[config.mk]
export PLATFORM = sky130hd
export DESIGN_NAME = pgwr_commit_top
export DESIGN_NICKNAME = d
export VERILOG_FILES = /design/src/rtl/pgwr_pkg.sv /design/src/rtl/pgwr_ptr.sv /design/src/rtl/pgwr_latch.sv /design/src/rtl/pgwr_timer.sv /design/src/rtl/pgwr_commit_top.sv
export SDC_FILE = /design/constraint.sdc
export NUM_CORES = 1
export LEC_CHECK = 0
export ABC_CLOCK_PERIOD_IN_PS = 2600
export BUFFER_PORTS_ARGS = -buffer_cell sky130_fd_sc_hd__buf_2
export CORE_ASPECT_RATIO = 0.75
export CORE_MARGIN = 3
export CORE_UTILIZATION = 23
export DETAILED_ROUTE_END_ITERATION = 12
export PLACE_DENSITY_LB_ADDON = 0.2
export SYNTH_ARGS = -nofsm -noshare
export SYNTH_HDL_FRONTEND = slang
export SYNTH_SLANG_ARGS = --single-unit
[constraint.sdc]
create_clock -name clk -period 2.6 [get_ports clk]
set_input_delay 0.39 -clock clk [delete_from_list [all_inputs] [get_ports clk]]
set_output_delay 0.39 -clock clk [all_outputs]
set_load 0.05 [all_outputs]
[src/rtl/pgwr_pkg.sv]
package pgwr_pkg;
  typedef logic [7:0] byte_t;
endpackage

[src/rtl/pgwr_ptr.sv]
// Word-address pointer: fixed page base plus a wrapping in-page offset.
module pgwr_ptr #(
  parameter int ADDR_W = 8,
  parameter int OFF_W  = 3
) (
  input  logic                clk,
  input  logic                rst_n,
  input  logic                load_en,
  input  logic [ADDR_W-1:0]   load_addr,
  input  logic                step_en,
  output logic [ADDR_W-OFF_W-1:0] base_q,
  output logic [OFF_W-1:0]    off_q
);
  localparam int BASE_W = ADDR_W - OFF_W;

  logic [BASE_W-1:0] base_d;
  logic [OFF_W-1:0]  off_d;

  always_comb begin
    base_d = base_q;
    off_d  = off_q;
    if (load_en) begin
      base_d = load_addr[ADDR_W-1:OFF_W];
      off_d  = load_addr[OFF_W-1:0];
    end else if (step_en) begin
      off_d = off_q + 1'b1;
    end
  end

  always_ff @(posedge clk or negedge rst_n) begin
    if (!rst_n) begin
      base_q <= '0;
      off_q  <= '0;
    end else if (load_en || step_en) begin
      base_q <= base_d;
      off_q  <= off_d;
    end
  end

  assert_step_wraps_in_page_R2: assert property (@(posedge clk) disable iff (!rst_n)
    (step_en && !load_en) |=> (off_q == OFF_W'($past(off_q) + 1'b1)) && $stable(base_q));
endmodule

[src/rtl/pgwr_latch.sv]
// Page latch: one byte and one valid flag per slot.
module pgwr_latch
  import pgwr_pkg::*;
#(
  parameter int PAGE_BYTES = 8,
  parameter int OFF_W      = 3
) (
  input  logic             clk,
  input  logic             rst_n,
  input  logic             wr_en,
  input  logic [OFF_W-1:0] wr_slot,
  input  byte_t            wr_byte,
  input  logic             clr,
  input  logic [OFF_W-1:0] rd_slot,
  output byte_t            rd_byte,
  output logic             rd_valid,
  output logic             any_valid
);
  logic [PAGE_BYTES-1:0] valid_vec;
  byte_t                 byte_arr [PAGE_BYTES];

  for (genvar g = 0; g < PAGE_BYTES; g++) begin : g_slot
    logic  hit;
    logic  v_d;
    logic  v_q;
    byte_t b_q;

    assign hit = wr_en && (wr_slot == OFF_W'(g));

    always_comb begin
      v_d = v_q;
      if (clr)      v_d = 1'b0;
      else if (hit) v_d = 1'b1;
    end

    always_ff @(posedge clk or negedge rst_n) begin
      if (!rst_n) v_q <= 1'b0;
      else        v_q <= v_d;
    end

    always_ff @(posedge clk) begin
      if (hit) b_q <= wr_byte;
    end

    assign valid_vec[g] = v_q;
    assign byte_arr[g]  = b_q;
  end

  assign rd_byte   = byte_arr[rd_slot];
  assign rd_valid  = valid_vec[rd_slot];
  assign any_valid = |valid_vec;

  assert_clear_empties_page_R9: assert property (@(posedge clk) disable iff (!rst_n)
    clr |=> (valid_vec == '0));
  assert_last_byte_wins_R3: assert property (@(posedge clk) disable iff (!rst_n)
    (wr_en && !clr) |=> (byte_arr[$past(wr_slot)] == $past(wr_byte)) && valid_vec[$past(wr_slot)]);
  assert_flags_hold_when_idle_R8: assert property (@(posedge clk) disable iff (!rst_n)
    (!wr_en && !clr) |=> $stable(valid_vec));
endmodule

[src/rtl/pgwr_timer.sv]
// Self-timed write interval counter.
module pgwr_timer #(
  parameter int WR_CYCLES = 50000,
  parameter int CNT_W     = 16
) (
  input  logic             clk,
  input  logic             rst_n,
  input  logic             start,
  output logic             busy_q,
  output logic [CNT_W-1:0] cnt_q,
  output logic             done
);
  localparam logic [CNT_W-1:0] LAST = CNT_W'(WR_CYCLES - 1);

  logic             busy_d;
  logic [CNT_W-1:0] cnt_d;

  assign done = busy_q && (cnt_q == LAST);

  always_comb begin
    busy_d = busy_q;
    cnt_d  = cnt_q;
    if (!busy_q) begin
      if (start) begin
        busy_d = 1'b1;
        cnt_d  = '0;
      end
    end else if (done) begin
      busy_d = 1'b0;
      cnt_d  = '0;
    end else begin
      cnt_d = cnt_q + 1'b1;
    end
  end

  always_ff @(posedge clk or negedge rst_n) begin
    if (!rst_n) begin
      busy_q <= 1'b0;
      cnt_q  <= '0;
    end else if (start || busy_q) begin
      busy_q <= busy_d;
      cnt_q  <= cnt_d;
    end
  end

  assert_start_opens_interval_R4: assert property (@(posedge clk) disable iff (!rst_n)
    (start && !busy_q) |=> busy_q && (cnt_q == '0));
  assert_interval_length_R4: assert property (@(posedge clk) disable iff (!rst_n)
    $fell(busy_q) |-> ($past(cnt_q) == LAST));
endmodule

[src/rtl/pgwr_commit_top.sv]
// Page write buffer with a STOP-triggered, self-timed commit to the array.
module pgwr_commit_top
  import pgwr_pkg::*;
#(
  parameter int ADDR_W     = 8,     // 8: 256 bytes, 7: 128 bytes
  parameter int PAGE_BYTES = 8,
  parameter int WR_CYCLES  = 50000  // must be >= PAGE_BYTES
) (
  input  logic              clk,
  input  logic              rst_n,
  input  logic              addr_load,
  input  logic [ADDR_W-1:0] addr_in,
  input  logic              data_stb,
  input  logic [7:0]        data_in,
  input  logic              stop_pulse,
  output logic              busy,
  output logic              mem_we,
  output logic [ADDR_W-1:0] mem_waddr,
  output logic [7:0]        mem_wdata
);
  localparam int OFF_W  = $clog2(PAGE_BYTES);
  localparam int BASE_W = ADDR_W - OFF_W;
  localparam int CNT_W  = $clog2(WR_CYCLES + 1);
  localparam logic [CNT_W-1:0] WIN_END = CNT_W'(PAGE_BYTES);

  // Asynchronous assert, synchronous release.
  logic [1:0] rst_sync_q;
  logic       rst_int_n;
  always_ff @(posedge clk or negedge rst_n) begin
    if (!rst_n) rst_sync_q <= 2'b00;
    else        rst_sync_q <= {rst_sync_q[0], 1'b1};
  end
  assign rst_int_n = rst_sync_q[1];

  logic              load_en, step_en, start, done, clr;
  logic [BASE_W-1:0] base;
  logic [OFF_W-1:0]  off;
  logic [CNT_W-1:0]  cnt;
  logic [OFF_W-1:0]  slot;
  byte_t             rd_byte;
  logic              rd_valid, any_valid, in_window;

  assign load_en = addr_load && !busy;
  assign step_en = data_stb && !busy && !addr_load;
  assign start   = stop_pulse && any_valid && !busy;
  assign clr     = load_en || done;

  pgwr_ptr #(.ADDR_W(ADDR_W), .OFF_W(OFF_W)) ptr_i (
    .clk(clk), .rst_n(rst_int_n), .load_en(load_en), .load_addr(addr_in),
    .step_en(step_en), .base_q(base), .off_q(off)
  );

  pgwr_latch #(.PAGE_BYTES(PAGE_BYTES), .OFF_W(OFF_W)) latch_i (
    .clk(clk), .rst_n(rst_int_n), .wr_en(step_en), .wr_slot(off), .wr_byte(data_in),
    .clr(clr), .rd_slot(slot), .rd_byte(rd_byte), .rd_valid(rd_valid), .any_valid(any_valid)
  );

  pgwr_timer #(.WR_CYCLES(WR_CYCLES), .CNT_W(CNT_W)) timer_i (
    .clk(clk), .rst_n(rst_int_n), .start(start), .busy_q(busy), .cnt_q(cnt), .done(done)
  );

  assign slot      = cnt[OFF_W-1:0];
  assign in_window = (cnt < WIN_END);
  assign mem_we    = busy && in_window && rd_valid;
  assign mem_waddr = {base, slot};
  assign mem_wdata = rd_byte;

  assert_empty_stop_stays_idle_R7: assert property (@(posedge clk) disable iff (!rst_int_n)
    (stop_pulse && !busy && !any_valid && !data_stb) |=> !busy);
  assert_pointer_frozen_while_busy_R8: assert property (@(posedge clk) disable iff (!rst_int_n)
    busy |=> $stable(base) && $stable(off));
  assert_page_kept_during_commit_R5: assert property (@(posedge clk) disable iff (!rst_int_n)
    (busy && !done) |=> busy && (cnt == $past(cnt) + 1'b1));
endmodule

# [After elaboration in Yosys (flattened, before gate mapping)]
# Cells that the tools add are included.
[totals] ff_bits=99 input_bits=21 out_inout_bits=18 elab_cells=100
[op_classes] n_addsub=2 order_cmp=3 eq_ne=8 mux=29 bitwise=1 reduce_logical=36
[ops] cell="16-bit two-way mux" n=3
[ops] cell="8-bit binary-select mux with 3-bit select" n=1
[ops] cell="1-bit two-way mux" n=20
[ops] cell="2-bit nonzero test" n=10
[ops] cell="16-bit by 1-bit adder with 16-bit output, second input constant" n=1
[ops] cell="16-bit == test, second input constant" n=1
[ops] cell="1-bit logical AND" n=16
[ops] cell="16-bit by 4-bit < comparator with 1-bit output, second input constant" n=1
[ops] cell="8-bit two-way mux" n=2
[ops] cell="3-bit == test, second input constant" n=4
[ops] cell="8-bit OR reduction" n=1
[ops] cell="3-bit by 2-bit == test with 1-bit output, second input constant" n=2
[ops] cell="3-bit two-way mux" n=2
[ops] cell="2-bit AND reduction" n=3
[ops] cell="4-bit >= comparator, second input constant" n=1
[ops] cell="3-bit by 4-bit < comparator with 1-bit output, second input constant" n=1
[ops] cell="3-bit inverter with 4-bit output" n=1
[ops] cell="3-bit by 1-bit adder with 3-bit output, second input constant" n=1
[ops] cell="1-bit binary-select mux with 3-bit select" n=1
[ops] cell="3-bit by 1-bit == test with 1-bit output, second input constant" n=1
[ops] cell="3-bit zero test" n=1
[ops] cell="1-bit logical OR" n=3
[ops] cell="1-bit zero test" n=2

# [Depth between registers and ports, before layout]
# Gate-level depths: netlist of the first run.
[depth] word_depth=6 ltp_mapped=6 mapped_depth_nobuf=5

# [Hierarchy]
# A second synthesis of the first run with hierarchy kept.
[hier_totals] cells_unflattened=284 hier_area_um2=4389.2
[by_module_without_submodules] mod="pgwr_latch" instances=1 cells_per_inst=141 area_per_inst_um2=2942.8 seq_area_each_um2=2122.0
[by_module_without_submodules] mod="pgwr_timer" instances=1 cells_per_inst=105 area_per_inst_um2=972.2 seq_area_each_um2=425.4
[by_module_without_submodules] mod="pgwr_ptr" instances=1 cells_per_inst=25 area_per_inst_um2=349.1 seq_area_each_um2=200.2
[by_module_without_submodules] mod="pgwr_commit_top" instances=1 cells_per_inst=13 area_per_inst_um2=125.1 seq_area_each_um2=50.0

# [Least setup slack after synthesis of the first run]
# OpenSTA, ideal clock, no wires.
[synth_timing] path_type="register -> output" startpoint="register timer_i.cnt_q[0]" endpoint="output mem_we" t_arrival_ns=2.163 t_required_ns=2.210 setup_slack_ns=0.047 path_stages_with_launch=5 n_path_buf=1 cell_sequence="dfrtp_1 buf_2 mux4_2 mux2i_1 nor3_1"
[synth_via] elab_chain_cells=3 elab_cells_between_ends=5 classes_between="1 x order compare; 2 x mux; 2 x reduce/logical"
[synth_rtl] item="start, declared" line="pgwr_timer.sv:10" source="output logic [CNT_W-1:0] cnt_q,"
[synth_rtl] item="start signal, assigned" line="pgwr_timer.sv:42" source="cnt_q <= cnt_d;"
[synth_rtl] item="16-bit by 4-bit < comparator with 1-bit output or 1-bit binary-select mux with 3-bit select (tied branches)" line="pgwr_commit_top.sv:63, pgwr_latch.sv:50"
[synth_rtl] item="1-bit logical AND or 1-bit two-way mux (tied branches)" line="pgwr_commit_top.sv:64, pgwr_latch.sv:50"
[synth_rtl] item="1-bit logical AND *" line="pgwr_commit_top.sv:64" source="assign mem_we = busy && in_window && rd_valid;"
[synth_rtl] item="end, declared" line="pgwr_commit_top.sv:17" source="output logic mem_we,"
# Every way passes the cells marked *; elsewhere a longest branch is shown, timed or not. The select of a mux whose other input is x is not followed.

# [Worst setup path in the final report of the first run]
[layout_timing] startpoint="register timer_i.cnt_q[0]" endpoint="output mem_wdata[4]"
[layout_via] elab_chain_cells=4
[layout_rtl] item="3-bit inverter with 4-bit output (implied by the code)" line="pgwr_latch.sv:49" source="assign rd_byte = byte_arr[rd_slot];"
[layout_rtl] item="8-bit binary-select mux with 3-bit select" line="pgwr_latch.sv:49"
[layout_rtl] item="8-bit two-way mux (implied by the code) (2 in series)" line="pgwr_latch.sv:49"
[layout_rtl] item="end, declared" line="pgwr_commit_top.sv:19" source="output logic [7:0] mem_wdata"
# Every way passes these cells. The select of a mux whose other input is x is not followed.

==> metrics.txt, run 1 <==
outcome complete, no violations; number of standard cells after synthesis 296; Peak Freq slightly above 400 MHz; WS Path Type reg2out; kind of start point of the critical path flop; Max-Cap Viols 0; leading cell types by total area after synthesis edfxtp_1 (44%), dfrtp_1 (20%), mux4_2 (9.3%); register-to-register path setup slack about 520 ps; total detailed-routing wirelength 10,100 um; Pwr Density 1070 nW/um^2; Post-Syn Nets 324; startpoint of the most critical register-to-register path timer_i.cnt_q[0]$_DFFE_PN0P_; Die X 165 um; chip height 125 um; Reg clk slew, reported paths 70 ps; average via count per standard cell 4.57; TritonCTS buffer count 9; unrepaired setup endpoints after global routing false; 1st-iter DRT viols 250; H-tree level count 3; number of antenna violations at the first check in global routing 0; buffers from clock root to sink, at most 2; area share of the largest cell type after synthesis 43.9%; remaining design rule violation count 0; final worst-path cycle share 92.7%; number of synthesized register bits 99; Worst Skew about 9 ps; worst hold path class reg2async; maximum number of pins on one net before global-route repair 32; primary flip-flop cell chosen by synthesis mapping edfxtp_1; post-synthesis cell type with the largest combined area edfxtp_1; Worst-Margin Slew 706 ps; placed cell count 571; Pleak roughly 2 nW; portion of the post-synthesis area used by sequential elements 63.9%; fraction of synthesis flops using an asynchronous set or reset pin a little over a third; global-route wire length before repair between 15,000 and 20,000 um; required time at the worst-slack endpoint 2210 ps; Final Net Count 364; Area growth, synth to finish 18.6%; Avg Synthesized Cell Area 14.8 sq um; buffers inserted during post-CTS setup optimization 0; post-route insts no fill 588; worst-case vdd ir drop 427 uV; final antenna diode count 0; dpl ws ~430 ps; Distinct cells, synth 44; CTS root buf clkbuf_16; HPWL Detailed 6710 um; TritonCTS clock tree yes; CTS sink cnt 99; Top Ports 39; global placement routability congestion 0.769; layout cells sized above 1 between 20 and 30%; hold violation total from the final report 0; endpoint kind of the worst setup timing path primary output; global route total overflow 0; number of port buffers 38; cell row count 43; worst-case reg-to-reg path depth 6; Util after Layout approximately 28%; insertion delay to the later sink of the worst-skew pair 350 ps; GRT Total Usage between 10% and 20%; Post-DRT Antenna Nets 0; Max Transition Viols Final 0; area of the die 20,700 sq um; number of global-route vias before repair 2,682; total number of vias 2,687; Core Box Area approximately 19,000 sq um; post-layout worst setup margin 189 ps; final setup TNS 0 ps; total setup violations reported at the end of the flow 0; Crit path arrival time ~2000 ps; critical path fanouts, max 17; DRT Pass-1 Iters 4; Yosys warning total 0; final critical delay including setup and external delays between 2000 and 2500 ps; area of the mapped netlist 4380 sq um; mean routed wirelength per cell roughly 17 um; Initial Utilization 23.6%; number of enable flip-flop cells after synthesis 64; Worst R2R End latch_i.g_slot[2].v_q$_DFFE_PN0P_; relative max-transition margin between 50% and 60%
-- critical path, stage by stage (launching register included) --
cell     delay, ps
dfrtp_1        360
buf_6          250
mux4_2         550
mux2_2         280
buf_2          210
-- sequential cells by signal (all words and copies together), names as in the netlist --
register	cells
latch_i.g_slot.v_q	8
ptr_i.off_q	3
timer_i.busy_q	1
timer_i.cnt_q	16
latch_i.g_slot.b_q	64
rst_sync_q	2
ptr_i.base_q	5
-- metrics by stage --
step           area [sq um]  power, mW  hold slack [ps]
4_1_cts                5180       5.63             42.5
6_report               5190       5.56             38.9
5_1_grt                5190       5.89             56.2
3_3_place_gp           4860       4.22             33.0
3_5_place_dp           4860       4.22             34.4
2_1_floorplan          4380       3.71             94.4
-- how the worst max path moves through the flow --
stage | end | depth (start not counted) | slack, ps | start
2_1_floorplan | mem_we | 4 | 50 | timer_i.cnt_q[0]$_DFFE_PN0P_
3_3_place_gp | mem_wdata[3] | 4 | 450 | timer_i.cnt_q[0]$_DFFE_PN0P_
3_5_place_dp | latch_i.g_slot[2].v_q$_DFFE_PN0P_ | 6 | 430 | timer_i.cnt_q[0]$_DFFE_PN0P_
4_1_cts | mem_wdata[3] | 4 | 60 | timer_i.cnt_q[0]$_DFFE_PN0P_
5_1_grt | mem_we | 5 | 80 | timer_i.cnt_q[0]$_DFFE_PN0P_
6_report | mem_wdata[4] | 4 | 190 | timer_i.cnt_q[0]$_DFFE_PN0P_
-- what timing repair did --
| action | CTS | global route |
|---|---|---|
| gates resized for setup | 0 | 2 |
| endpoints found under the hold margin | 2 | 0 |
| setup endpoints to repair | 0 | 1 |
| hold buffers | 1 | 0 |
-- synthesized netlist by cell type, types with 4 or more instances --
library cell  instances
clkbuf_1              9
o21ai_0               6
nor3_1                5
edfxtp_1             64
a31oi_1              14
and4_1                4
or3_1                 4
nor2_1               17
inv_1                 5
mux2_2               13
nand2_1              11
and3_1               11
ha_1                  7
a41oi_1               4
buf_2                 5
mux4_2               18
nand3_1              15
dfrtp_1              35
nand4_1               5
-- layout by cell type, fill, tap and decap left out, types with 4 or more instances in the layout --
cell,count
or3_1,4
and3_1,11
edfxtp_1,64
mux4_2,18
and4_1,4
buf_4,9
a41oi_1,4
ha_1,7
a31oi_1,14
nand3_1,15
inv_1,5
nor2_1,17
buf_2,38
clkbuf_16,9
mux2_2,13
dfrtp_1,35
o21ai_0,6
nand4_1,5
nor3_1,5
nand2_1,11
-- power breakdown --
group          switching [mW]  internal [mW]
clock network           0.618          0.764
registers               0.318           1.89
logic                    1.22          0.758
total                    2.15           3.41
-- layout make-up --
cell class,instances,area (sq um)
clock buffers,9,225
flip-flops and latches,99,2800
clock inverters,7,86.3
fillers,1888,13400
multi-input cells,172,1480
repair buffers,49,279
well taps,247,309
inverters,5,18.8
-- cell families after synthesis --
logic type	synth area share [%]
other	0.0857
adders and majority gates	2.00
DFF	63.9
buffers and inverters	2.54
and+or+nand+nor	12.5
muxes	13.1
AOI/OAI and AO/OA	5.94
-- per-layer routing --
metal | part of all wire (%) | vias up | wire (um) | global-route usage, %
met2 | 43 | 62 | 4320 | 14.0
li1 | - | 1243 | - | -
met1 | 51 | 1372 | 5150 | 15.6
met4 | 1.5 | 0 | 153 | 3.52
met5 | 0 | - | 0 | 0
met3 | 4.6 | 10 | 466 | 3.01
(Power assumes the default switching activity.)
==> run 2, diff against run 1 <==
--- a/config.mk
+++ b/config.mk
@@ -14,4 +14,5 @@
 export PLACE_DENSITY_LB_ADDON = 0.2
 export SYNTH_ARGS = -nofsm -noshare
 export SYNTH_HDL_FRONTEND = slang
+export SYNTH_HIERARCHICAL = 1
 export SYNTH_SLANG_ARGS = --single-unit
==> metrics.txt, run 2 <==
primary flip-flop cell chosen by synthesis mapping edfxtp_1; HPWL Detailed 6520 um; final antenna diode count 0; maximum number of pins on one net before global-route repair 22; Post-Syn Nets 307; worst hold path class in2reg; Worst Skew approximately 11 ps; origin of the worst setup path timer_i/cnt_q[2]$_DFFE_PN0P_; Yosys warning total 6; global route total overflow 0; total detailed-routing wirelength 9560 um; total power after layout around 5.8 mW; post-synthesis cell type with the largest combined area edfxtp_1; number of antenna violations at the first check in global routing 0; leading cell types by total area after synthesis edfxtp_1 (44%), dfrtp_1 (20%), mux4_1 (6.0%); area of the mapped netlist approximately 4400 sq um; Area growth, synth to finish 19.5%; Post-DRT Antenna Nets 0; area of the die 20,800 sq um; worst-case vdd ir drop 485 uV; average via count per standard cell 4.43; Max Transition Viols Final 0; number of standard cells after synthesis ~280; unrepaired setup endpoints after global routing false; Final Net Count 360; H-tree level count 3; total number of vias 2,609; number of synthesized register bits 99; 1st-iter DRT viols 209; endpoint kind of the worst setup timing path primary output; area share of the largest cell type after synthesis a little over two fifths; number of port buffers 38; register-to-register path setup slack 470 ps; buffers from clock root to sink, at most 2; number of enable flip-flop cells after synthesis 64; mean routed wirelength per cell approximately 16 um; Pwr Density 1110 nW/um^2; Core Box Area 18,600 sq um; critical path fanouts, max 4; Distinct cells, synth 53; startpoint of the most critical register-to-register path timer_i/cnt_q[2]$_DFFE_PN0P_; global placement routability congestion 0.740; TritonCTS buffer count 9; Initial Utilization 23.6%; top library cells by usage in the layout, fill and taps aside edfxtp_1 (64), buf_2 (37), dfrtp_1 (34), nand2_1 (22), inv_1 (16); kind of start point of the critical path flop; slowest cell on the critical path mux4_1; global-route wire length before repair between 15,000 and 20,000 um; Worst-Margin Slew about 840 ps; required time at the worst-slack endpoint 2210 ps; Pleak approximately 2.0 nW; Top Ports 39; portion of the post-synthesis area used by sequential elements 63.7%; Worst R2R End timer_i/cnt_q[15]$_DFFE_PN0P_; Die X 166 um; hold violation total from the final report 0; total setup violations reported at the end of the flow 0; final critical delay including setup and external delays 2500 ps; post-layout worst setup margin 98.4 ps; Reg clk slew, reported paths 70 ps; Crit path arrival time around 2100 ps; dpl ws 444 ps; cell row count 43; relative max-transition margin 44.1%; registers with the most flip-flops latch_i/g_slot.b_q: 64 flops, timer_i/cnt_q: 16 flops, latch_i/g_slot.v_q: 8 flops; fraction of synthesis flops using an asynchronous set or reset pin 35.4%; filler cell count in the final layout 1,912; final setup TNS 0 ps; WS Path Type reg2out; CTS root buf clkbuf_16; most frequently used cell type in the post-synthesis netlist edfxtp_1; leading cell type in the layout, fill and taps excluded edfxtp_1; CTS sink cnt just under 100; number of global-route vias before repair 2,630; most instantiated cells after synthesis edfxtp_1 (64), dfrtp_1 (35), nand2_1 (22); TritonCTS clock tree yes; number of flip-flops under the largest register name 64; Peak Freq 400 MHz; worst-case reg-to-reg path depth 6; Avg Synthesized Cell Area 15.5 sq um; largest incremental delay on the critical path 550 ps; final worst-path cycle share between 90% and 100%; insertion delay to the later sink of the worst-skew pair 360 ps; GRT Total Usage about a tenth; remaining design rule violation count 0; chip height 126 um; register name with the most flops latch_i/g_slot.b_q; outcome complete, no violations; layout cells sized above 1 a little under a third; DRT Pass-1 Iters 4; end of the critical path mem_we; list of cells traversed by the critical path mux4_1, mux2_2, nor4b_1, and4_1, buf_4; Max-Cap Viols 0
run 2: changes by cell type after synthesis, moves of 8 or more:
cell	change
and3_1	-11
inv_1	+11
mux2_4	+8
mux4_1	+10
mux4_2	-10
nand2_1	+11
nand3_1	-8
nor2_1	-8
run 2: how the worst min path moves through the flow:
stage	from	endpoint	slack (ps)	cells after the start
global route	addr_in[1]	ptr_i/off_q[1]$_DFFE_PN0P_	250	3
floorplan	rst_n	rst_sync_q[0]$_DFF_PN0_	90	0
global placement	rst_n	rst_sync_q[0]$_DFF_PN0_	180	1
CTS	addr_in[1]	ptr_i/off_q[1]$_DFFE_PN0P_	230	3
finish	addr_in[1]	ptr_i/off_q[1]$_DFFE_PN0P_	250	3
detailed placement	rst_n	rst_sync_q[1]$_DFF_PN0_	180	1
run 2: area by class of cell:
cell class,count,area [sq um],share of cell area (%)
inverters,16,60.1,1.15
multi-input cells,158,1460,27.8
clock inverters,7,83.8,1.60
well taps,247,309,5.89
flip-flops and latches,99,2800,53.4
clock buffers,9,225,4.29
repair buffers,53,308,5.87
run 2: metal layers:
metal | vias up | GRT usage, % | part of all wire (%)
li1 | 1235 | - | -
met1 | 1329 | 13.8 | 50
met2 | 37 | 14.1 | 46
met3 | 8 | 2.76 | 2.9
met4 | 0 | 3.81 | 1.2
met5 | - | 0 | 0
run 2: repair_timing:
| item | in CTS | in global routing |
|---|---|---|
| resized for setup | 0 | 2 |
| hold endpoints to repair | 2 | 0 |
| buffers inserted | 0 | 2 |
| hold buffers | 1 | 0 |
| endpoints found under the setup margin | 0 | 1 |
run 2: cell families (layout without fill, tap and decap cells):
kind of cell    count (synthesis)  in the layout  share of synthesized area [%]
other cells                     1              1                         0.0854
mux                            35             35                           15.1
compound gates                 43             43                           6.39
buf+inv                        27             85                           3.11
simple gates                   76             76                           10.8
fa+ha+maj                       2              2                          0.570
flops                          99             99                           63.7
xor+xnor                        1              1                          0.200
run 2: worst max-delay path, delay by kind of cell, from the launching register on:
kind / cells / cell delay, ps
AND/OR/NAND/NOR: 2 / 330
multiplexers: 2 / 840
flip-flops: 1 / 400
buffers and inverters: 1 / 190
run 2: where the power goes:
| part | total, mW | switching, mW | internal, mW |
|---|---|---|---|
| Clock | 1.36 | 0.665 | 0.693 |
| Sequential | 2.20 | 0.302 | 1.90 |
| Combinational | 2.25 | 1.35 | 0.909 |
| Total | 5.82 | 2.31 | 3.50 |
run 2: through the flow:
| stage | utilization, % | hold WS [ps] | instances | cell area, sq um |
|---|---|---|---|---|
| 6_report | 28.2 | 247 | 589 | 5250 |
| 3_5_place_dp | 26.4 | 180 | 570 | 4910 |
| 5_1_grt | 28.2 | 249 | 589 | 5250 |
| 2_1_floorplan | - | 94.4 | 284 | 4400 |
| 4_1_cts | 28.1 | 235 | 587 | 5230 |
| 3_3_place_gp | 26.4 | 179 | 570 | 4910 |
==> run 3, diff against run 2 <==
--- a/config.mk
+++ b/config.mk
@@ -5,6 +5,7 @@
 export SDC_FILE = /design/constraint.sdc
 export NUM_CORES = 1
 export LEC_CHECK = 0
+export ABC_AREA = 1
 export ABC_CLOCK_PERIOD_IN_PS = 2600
 export BUFFER_PORTS_ARGS = -buffer_cell sky130_fd_sc_hd__buf_2
 export CORE_ASPECT_RATIO = 0.75
==> metrics.txt, run 3 <==
primary flip-flop cell chosen by synthesis mapping edfxtp_1; Internal 3.30 mW; proportion of synthesized area in mux cells 0.204%; CTS root buf clkbuf_16; CP top delay family buffers and inverters; cell row count 45; Worst Skew 11.5 ps; registers with the most flip-flops latch_i/g_slot.b_q: 64 flops, timer_i/cnt_q: 16 flops, latch_i/g_slot.v_q: 8 flops; main combinational cell family by area after synthesis simple AND/OR/NAND/NOR gates; buffers from clock root to sink, at most 2; HPWL Detailed 8250 um; area of the mapped netlist approximately 4900 sq um; insertion delay to the later sink of the worst-skew pair between 300 and 400 ps; number of global-route vias before repair about 3,600; Post-Syn Nets 607; unrepaired setup endpoints after global routing false; layout cells sized above 1 between 10% and 20%; number of port buffers 38; portion of the post-synthesis area used by sequential elements 57.1%; GRT Total Usage a little over a tenth; TritonCTS clock tree yes; placed cell count 898; post-synthesis share of cell area spent on and, or, nand and nor gates 25.4%; leading cell type in the layout, fill and taps excluded nand2_1; area of the die 23,100 sq um; dpl ws 600 ps; outcome complete, no violations; register name with the most flops latch_i/g_slot.b_q; total setup violations reported at the end of the flow 0; total number of vias 3,668; remaining design rule violation count 0; fraction of power consumed by combinational cells 44.2%; post-layout worst setup margin about 240 ps; maximum number of pins on one net before global-route repair 36; cell repeated most along the worst path nand2_1; critical path fanouts, max 35; chip height 132 um; Peak Freq 423 MHz; final critical delay including setup and external delays 2360 ps; fraction of synthesis flops using an asynchronous set or reset pin 35.4%; total power after layout 6.15 mW; relative max-transition margin between 60 and 70%; number of flip-flops under the largest register name 64; Max-Cap Viols 0; 1st-iter DRT viols 235; global-route wire length before repair 19,800 um; hold violation total from the final report 0; Area growth, synth to finish 15.9%; global placement routability congestion 0.811; sum of buffers and inverters on the critical path 2; sequential power share 35.0%; Reg clk slew, reported paths 70 ps; worst-case vdd ir drop 484 uV; post-synthesis xor/xnor area fraction 0.715%; Crit path arrival time 1970 ps; number of antenna violations at the first check in global routing 0; Worst-Margin Slew 535 ps; post-route insts no fill around 920; Avg Synthesized Cell Area 8.39 sq um; Initial Utilization 23.8%; number of enable flip-flop cells after synthesis 64; Pleak around 2.8 nW; worst hold path class in2reg; Max Transition Viols Final 0; Die X 175 um; WS Path Type reg2out; kind of start point of the critical path flop; Design Area, Final 5680 sq um; area share of the largest cell type after synthesis roughly 39%; clock share of power 20.8%; required time at the worst-slack endpoint 2210 ps; total detailed-routing wirelength about 12,000 um; mean routed wirelength per cell 13.2 um; net switching share of the total power 46.3%; endpoint kind of the worst setup timing path primary output; Pwr Density 1080 nW/um^2; Distinct cells, synth 31; reported net switching power ~2.8 mW; DRT Pass-1 Iters 4; Yosys warning total 6; Post-DRT Antenna Nets 0; H-tree level count 3; number of synthesized register bits 99; cell area reported after detailed placement approximately 5400 sq um; largest incremental delay on the critical path 490 ps; TritonCTS buffer count 9; final setup TNS 0 ps; number of standard cells after synthesis 584; post-synthesis cell type with the largest combined area edfxtp_1; average via count per standard cell 4.00; Core Box Area 20,600 sq um; Top Ports 39; final worst-path cycle share 90.9%; most frequently used cell type in the post-synthesis netlist nand2_1; CTS sink cnt 99; most instantiated cells after synthesis nand2_1 (191), inv_1 (131), edfxtp_1 (64); top library cells by usage in the layout, fill and taps aside nand2_1 (191), inv_1 (131), edfxtp_1 (64), nand3_1 (54), buf_2 (38); global route total overflow 0; Final Net Count 651; slowest cell on the critical path dfrtp_1; leading cell types by total area after synthesis edfxtp_1 (39%), dfrtp_1 (18%), nand2_1 (15%); fraction of the mapped netlist area in adder cells 0.511%; area fraction in compound gates after synthesis 3.06%; list of cells traversed by the critical path buf_4, nand2_1, nand3_1, nand2_1, nand2_1, nand2_1, buf_2
-- run 3: cell types whose count changed after synthesis, moves of 7 or more --
cell	delta
a31oi_1	-10
inv_1	+115
mux2_2	-7
mux2_4	-8
mux4_1	-10
mux4_2	-8
nand2_1	+169
nand3_1	+47
nor2_1	+27
-- run 3: worst paths after layout --
path	startpoint	endpoint	slack, ps	depth (start not counted)
max	timer_i/cnt_q[0]$_DFFE_PN0P_	mem_wdata[3]	240	7
min	addr_in[7]	ptr_i/base_q[4]$_DFFE_PN0P_	240	3
max reg2reg	timer_i/cnt_q[0]$_DFFE_PN0P_	timer_i/cnt_q[13]$_DFFE_PN0P_	670	6
min reg2reg	rst_sync_q[1]$_DFF_PN0_	timer_i/cnt_q[4]$_DFFE_PN0P_	280	1
max in group asynchronous	rst_sync_q[1]$_DFF_PN0_	timer_i/cnt_q[15]$_DFFE_PN0P_	2000	1
min in group asynchronous	rst_sync_q[1]$_DFF_PN0_	timer_i/cnt_q[4]$_DFFE_PN0P_	280	1
-- run 3: cells by family after synthesis --
logic type | after synthesis
mux | 1
flops | 99
other cells | 1
xor+xnor | 4
buf+inv | 150
fa+ha+maj | 2
compound gates | 28
simple gates | 299
-- run 3: tightest hold or removal path, cell delays in order --
cell and delay, ps:
buf_2 70, nand2_1 40, o21ai_0 60
-- run 3: cell type report --
cell class	instances	area (sq um)
repair buffers	48	268
diodes	1	2.50
clock inverters	7	52.6
multi-input cells	335	1470
well taps	282	353
inverters	135	512
fillers	2206	14900
clock buffers	9	225
flip-flops and latches	99	2800
-- run 3: what timing repair did --
| item | CTS | global route |
|---|---|---|
| hold buffers | 1 | 0 |
| resized for setup | 0 | 0 |
| setup buffers | 0 | 0 |
| endpoints found under the setup margin | 0 | 0 |
| endpoints found under the hold margin | 2 | 0 |
-- run 3: layer usage --
metal | vias to the layer above | GRT usage (%) | share of wire, %
li1 | 1872 | - | -
met4 | 0 | 2.88 | 0.68
met2 | 71 | 15.9 | 41
met1 | 1721 | 16.1 | 53
met3 | 4 | 3.08 | 5.5
met5 | - | 0 | 0
-- run 3: power by group through the flow --
stage	logic, mW	clock network (mW)	registers (mW)
finish	2.72	1.28	2.15
global route	3.06	1.39	2.20
CTS	2.77	1.33	2.15
floorplan	1.88	0	2.36
global placement	2.76	0	2.18
detailed placement	2.76	0	2.19
-- run 3: per-stage QoR --
stage	util (%)	hold slack [ps]
after detailed placement	26.2	179
after CTS	27.6	232
after global routing	27.6	237
final	27.6	244
after floorplan	-	94.4
after global placement	26.2	178
